==> src/rtl/ubd_pkg.sv <==
package ubd_pkg;
  localparam int unsigned ADDR_W      = 8;
  localparam int unsigned DATA_W      = 16;
  localparam int unsigned CLK_DIV_W   = 16;
  localparam int unsigned BIT_DIV_W   = 8;
  localparam logic [ADDR_W-1:0] OFS_CLK_DIV = 8'h18;
  localparam logic [ADDR_W-1:0] OFS_BIT_DIV = 8'h34;
  localparam int unsigned BIT_DIV_MIN = 4;
  localparam int unsigned BIT_DIV_RST = 15;
endpackage

==> src/rtl/ubd_regs.sv <==
module ubd_regs
  import ubd_pkg::*;
#(
  parameter int unsigned CDW = CLK_DIV_W,
  parameter int unsigned BDW = BIT_DIV_W
) (
  input  logic              clk_i,
  input  logic              rst_ni,
  input  logic              wr_en_i,
  input  logic [ADDR_W-1:0] wr_addr_i,
  input  logic [DATA_W-1:0] wr_data_i,
  output logic [CDW-1:0]    clk_div_o,
  output logic [BDW-1:0]    bit_div_o,
  output logic              restart_o
);
  logic hit_clk, hit_bit;

  assign hit_clk   = wr_en_i && (wr_addr_i == OFS_CLK_DIV);
  assign hit_bit   = wr_en_i && (wr_addr_i == OFS_BIT_DIV);
  assign restart_o = hit_clk || hit_bit;

  always_ff @(posedge clk_i or negedge rst_ni) begin
    if (!rst_ni) begin
      clk_div_o <= '0;
      bit_div_o <= BDW'(BIT_DIV_RST);
    end else begin
      if (hit_clk) clk_div_o <= wr_data_i[CDW-1:0];
      if (hit_bit) bit_div_o <= wr_data_i[BDW-1:0];
    end
  end
endmodule

==> src/rtl/ubd_prescale.sv <==
module ubd_prescale #(
  parameter int unsigned CDW = 16
) (
  input  logic           clk_i,
  input  logic           rst_ni,
  input  logic           restart_i,
  input  logic [CDW-1:0] div_i,
  output logic           tick_o
);
  logic [CDW-1:0] cnt_q;
  logic           active, wrap;

  assign active = (div_i != '0);
  assign wrap   = (cnt_q == div_i - CDW'(1));
  assign tick_o = active && wrap;

  always_ff @(posedge clk_i or negedge rst_ni) begin
    if (!rst_ni)                         cnt_q <= '0;
    else if (restart_i || !active || wrap) cnt_q <= '0;
    else                                 cnt_q <= cnt_q + CDW'(1);
  end
endmodule

==> src/rtl/ubd_bitcnt.sv <==
module ubd_bitcnt #(
  parameter int unsigned BDW     = 8,
  parameter int unsigned MIN_DIV = 4
) (
  input  logic           clk_i,
  input  logic           rst_ni,
  input  logic           restart_i,
  input  logic           sample_i,
  input  logic [BDW-1:0] div_i,
  output logic           tick_o
);
  logic [BDW-1:0] cnt_q, lim;
  logic           wrap;

  // values below the floor act as the floor
  assign lim    = (div_i < BDW'(MIN_DIV)) ? BDW'(MIN_DIV) : div_i;
  assign wrap   = (cnt_q == lim);
  assign tick_o = sample_i && wrap;

  always_ff @(posedge clk_i or negedge rst_ni) begin
    if (!rst_ni)                cnt_q <= '0;
    else if (restart_i)         cnt_q <= '0;
    else if (sample_i && wrap)  cnt_q <= '0;
    else if (sample_i)          cnt_q <= cnt_q + BDW'(1);
  end
endmodule

==> src/rtl/ubd_baud_gen.sv <==
module ubd_baud_gen
  import ubd_pkg::*;
#(
  parameter int unsigned CDW = CLK_DIV_W,
  parameter int unsigned BDW = BIT_DIV_W
) (
  input  logic              clk_i,
  input  logic              rst_ni,
  input  logic              wr_en_i,
  input  logic [ADDR_W-1:0] wr_addr_i,
  input  logic [DATA_W-1:0] wr_data_i,
  output logic              sample_tick_o,
  output logic              baud_tick_o
);
  logic [CDW-1:0] clk_div;
  logic [BDW-1:0] bit_div;
  logic           restart;

  ubd_regs #(.CDW(CDW), .BDW(BDW)) u_regs (
    .clk_i, .rst_ni, .wr_en_i, .wr_addr_i, .wr_data_i,
    .clk_div_o(clk_div), .bit_div_o(bit_div), .restart_o(restart)
  );

  ubd_prescale #(.CDW(CDW)) u_pre (
    .clk_i, .rst_ni, .restart_i(restart), .div_i(clk_div),
    .tick_o(sample_tick_o)
  );

  ubd_bitcnt #(.BDW(BDW), .MIN_DIV(BIT_DIV_MIN)) u_bit (
    .clk_i, .rst_ni, .restart_i(restart), .sample_i(sample_tick_o),
    .div_i(bit_div), .tick_o(baud_tick_o)
  );
endmodule

==> config.mk <==
export PLATFORM = sky130hd
export DESIGN_NAME = ubd_baud_gen
export DESIGN_NICKNAME = d
export VERILOG_FILES = /design/src/rtl/ubd_pkg.sv /design/src/rtl/ubd_regs.sv /design/src/rtl/ubd_prescale.sv /design/src/rtl/ubd_bitcnt.sv /design/src/rtl/ubd_baud_gen.sv
export SDC_FILE = /design/constraint.sdc
export NUM_CORES = 1
export LEC_CHECK = 0
export BUFFER_PORTS_ARGS = -buffer_cell sky130_fd_sc_hd__buf_4
export CORE_MARGIN = 10
export CORE_UTILIZATION = 64
export DETAILED_ROUTE_END_ITERATION = 6
export GPL_ROUTABILITY_DRIVEN = 0
export HOLD_SLACK_MARGIN = 0.02
export PLACE_DENSITY = 0.95
export SETUP_SLACK_MARGIN = 0.02
export SYNTH_ARGS = -nofsm -noshare
export SYNTH_HDL_FRONTEND = slang
export SYNTH_SLANG_ARGS = --single-unit
export TNS_END_PERCENT = 1
==> constraint.sdc <==
create_clock -name clk_i -period 6 [get_ports clk_i]
set_clock_uncertainty 0.2 [all_clocks]
set_input_delay 0 -clock clk_i [delete_from_list [all_inputs] [get_ports clk_i]]
set_output_delay 0 -clock clk_i [all_outputs]
set_load 0.02 [all_outputs]
==> results.cfg <==
[layout]
finish.utilization_pct = 77.8
final.fill_count = 282
drive_above_1_share_pct = 20.6
num-nets-final = 369
flow.area_growth_from_synthesis_pct = 15.7
num_antenna_cells = 0

[route]
vias_per_cell = 6.31
wl_final_um = 7020
antenna_left = 0
detailroute.via_count = 2474
wire_per_inst_um = 17.9
remaining_drc_errors = 0
drt_first_iter_violations = 298
firstDrtPassIters = 4

[sta]
fin_tns_setup_ns = 0
period_needed_ns = 3.74
final-hold-violation-count = 0
min_period_over_period_pct = 62.3
timing.final.max_slew_violations = 0
worstMarginPinSlew_ns = 1.07
final-setup-viol-count = 0
max-slew-margin-rel_pct = 28.2
rsz0062_at_grt = no
max_fclk_ghz = 0.268

[power_and_ir_drop]
max-vdd-ir-drop_v = 0.000201
powerDensity_nw_per_um2 = 217
p_leak_nw = 1.50

[critical_path]
worstSetupEndpointType = flip-flop
crit_type = reg -> reg
crit_arrival_ns = 3.76
start_kind = flip-flop
timing.critical_path.fanout_max = 11
worst-endpoint-required_ns = 6.02

[synthesis]
synth_flop_cell = sky130_fd_sc_hd__dfrtp_1
synth_xor_area_share_pct = 11.5
yosys-top-cells-count = sky130_fd_sc_hd__dfrtp_1 (44), sky130_fd_sc_hd__nor2_1 (25), sky130_fd_sc_hd__xnor2_1 (25)
post-synth-top-area-fraction_pct = 37.1
synthesized_area_fraction_occupied_by_adder_cells_pct = 1.26
distinct_cells_synth = 54
async_reset_ff_share_pct = 100
post_synth_mux_area_share_pct = 9.10
synthMostInstantiatedCell = sky130_fd_sc_hd__dfrtp_1
yosysSeqAreaShare_pct = 40.6
synth_top_family_by_area = simple AND/OR/NAND/NOR gates
netlist_top_cells_area = sky130_fd_sc_hd__dfrtp_1 (37%), sky130_fd_sc_hd__mux2_2 (9.1%), sky130_fd_sc_hd__xnor2_1 (7.4%)
synthCells = 301
post_synth_edffs = 0
mappedNetlistArea_um2 = 2970
synth.net_count = 331
ys.warnings.count = 0
synthesis.area_per_instance_um2 = 9.87
yosys.area.top_type = sky130_fd_sc_hd__dfrtp_1
synth_compound_gate_area_share_pct = 11.6
synth_seq_cells = 48
post_synth_and_or_nand_nor_area_fraction_pct = 22.2

[grt]
grt_max_degree = 49
grt_usage_pct = 19.3
overflow = 0
via_count_of_the_first_global_routing_pass = 2486
globalRoute.busiestLayer = met2
use_met3_pct = 4.36
grt_antenna_before_repair = 0
grt_pass1_wl_um = 12100
grt_util_met1_pct = 25.3
grt.met2_usage_pct = 30.8

[placed_design]
detailedPlacementHpwl_um = 4980
portBuffers = 28

[cts]
clkSlewWorstSetupHoldPaths_ns = 0.09
clk_root_buffer_cell = sky130_fd_sc_hd__clkbuf_8
tritoncts = built
clock_sinks = 48
ctsLongestPathBuffers = 2
cts.htree.levels = 2
cts_inserted_buffers = 5
worstSkewPairLatency_ns = 0.31
cts.repair_timing.setup_buffer_count = 0

[hold_path]
min_path_type = in -> reg

[run]
maxCapViolations = 0

[die]
die_w_um = 88.1
std_cell_rows = 24
io-pin-count = 29
fp.coreArea_um2 = 4410
floorplan.die.height_um = 88.1
design.die.area_um2 = 7770
floorplan.initialDensity_pct = 67.3

[status]
result_of_the_run = finished, final reports clean
[cells in the final DEF, fill, tap and decap left out, types with 3 or more instances in the layout]
cell type,count
sky130_fd_sc_hd__o21ai_0,10
sky130_fd_sc_hd__and3_1,7
sky130_fd_sc_hd__nor2_1,25
sky130_fd_sc_hd__xor2_1,14
sky130_fd_sc_hd__nand3_1,11
sky130_fd_sc_hd__a211oi_1,3
sky130_fd_sc_hd__clkbuf_8,5
sky130_fd_sc_hd__o211ai_1,9
sky130_fd_sc_hd__mux2_2,24
sky130_fd_sc_hd__dfstp_2,4
sky130_fd_sc_hd__nor4_1,6
sky130_fd_sc_hd__or4_1,8
sky130_fd_sc_hd__nand4_1,5
sky130_fd_sc_hd__o21ai_1,6
sky130_fd_sc_hd__buf_4,29
sky130_fd_sc_hd__nand2_1,9
sky130_fd_sc_hd__nor2b_1,3
sky130_fd_sc_hd__dfrtp_1,44
sky130_fd_sc_hd__ha_1,3
sky130_fd_sc_hd__nand3b_1,9
sky130_fd_sc_hd__xnor2_1,25
sky130_fd_sc_hd__inv_1,11
sky130_fd_sc_hd__nor4b_1,3
sky130_fd_sc_hd__nor3_1,8
sky130_fd_sc_hd__or3_1,5
sky130_fd_sc_hd__dlygate4sd3_1,17
[cells by family after synthesis]
| kind of cell | Yosys count |
|---|---|
| multiplexers | 24 |
| adder cells (fa/ha/maj) | 3 |
| AO/OA/AOI/OAI | 48 |
| flip-flops | 48 |
| AND/OR/NAND/NOR | 113 |
| buffers and inverters | 26 |
| XOR/XNOR | 39 |
[where the power goes]
group          total, mW  internal, mW  switching [mW]
logic              0.183        0.0871          0.0960
registers          0.375         0.342          0.0332
clock network      0.187        0.0819           0.105
total              0.745         0.511           0.234
[through the flow]
step                power (mW)  setup WS [ns]  instance area [um2]  hold slack [ns]  instances
floorplan                0.499           2.76                 2970           -0.496        301
global placement         0.540           2.55                 3180           -0.164        367
finish                   0.745           2.26                 3440           0.0303        392
detailed placement       0.553           2.34                 3180           -0.155        367
global route             0.786           2.03                 3440           0.0443        392
CTS                      0.744           2.32                 3440           0.0280        392
[final cells by class]
type | count | area [um2] | area share, %
sequential | 48 | 1210 | 35.1
clock inverter | 1 | 5.00 | 0.146
clock buffer | 7 | 76.3 | 2.22
multi-input combinational | 227 | 1650 | 48.1
tap | 52 | 65.1 | 1.89
timing repair buffer | 46 | 388 | 11.3
inverter | 11 | 41.3 | 1.20
[timing repair]
| action | CTS | global route |
|---|---|---|
| hold buffers | 17 | 0 |
| endpoints found under the hold margin | 72 | 0 |
| resized for setup | 0 | 0 |
[worst max-delay path, cell delays in order (launching register included)]
cell and delay (ns):
sky130_fd_sc_hd__dfrtp_1 0.49, sky130_fd_sc_hd__inv_1 0.11, sky130_fd_sc_hd__ha_1 0.32, sky130_fd_sc_hd__or4bb_1 0.52
sky130_fd_sc_hd__a211o_1 0.31, sky130_fd_sc_hd__a211oi_1 0.34, sky130_fd_sc_hd__nand4_1 0.16, sky130_fd_sc_hd__a2111o_1 0.48
sky130_fd_sc_hd__or3_1 0.49, sky130_fd_sc_hd__o31ai_2 0.23
[routing by layer]
metal,vias to the layer above,wire length [um]
met5,-,0
met4,0,141
met3,12,476
met2,101,3470
met1,1185,2930
li1,1176,-
[registers in the layout, indices dropped and copies added (netlist names)]
signal            cells
u_bit.cnt_q           8
u_pre.cnt_q          16
u_regs.bit_div_o      8
u_regs.clk_div_o     16
[worst paths after layout]
check / start / end / slack [ns] / depth (start not counted)
setup / recovery: u_regs.clk_div_o[0] / u_bit.cnt_q[0] / 2.26 / 9
hold / removal: wr_addr_i[3] / u_regs.bit_div_o[4] / 0.03 / 4
setup reg to reg: u_regs.clk_div_o[0] / u_bit.cnt_q[0] / 2.26 / 9
hold reg to reg: u_regs.bit_div_o[5] / u_regs.bit_div_o[5] / 0.37 / 1
max in group asynchronous: rst_ni / u_regs.bit_div_o[6] / 5.15 / 2
min in group asynchronous: rst_ni / u_pre.cnt_q[11] / 0.04 / 2
No activity file was read; power rests on OpenSTA's default activity.
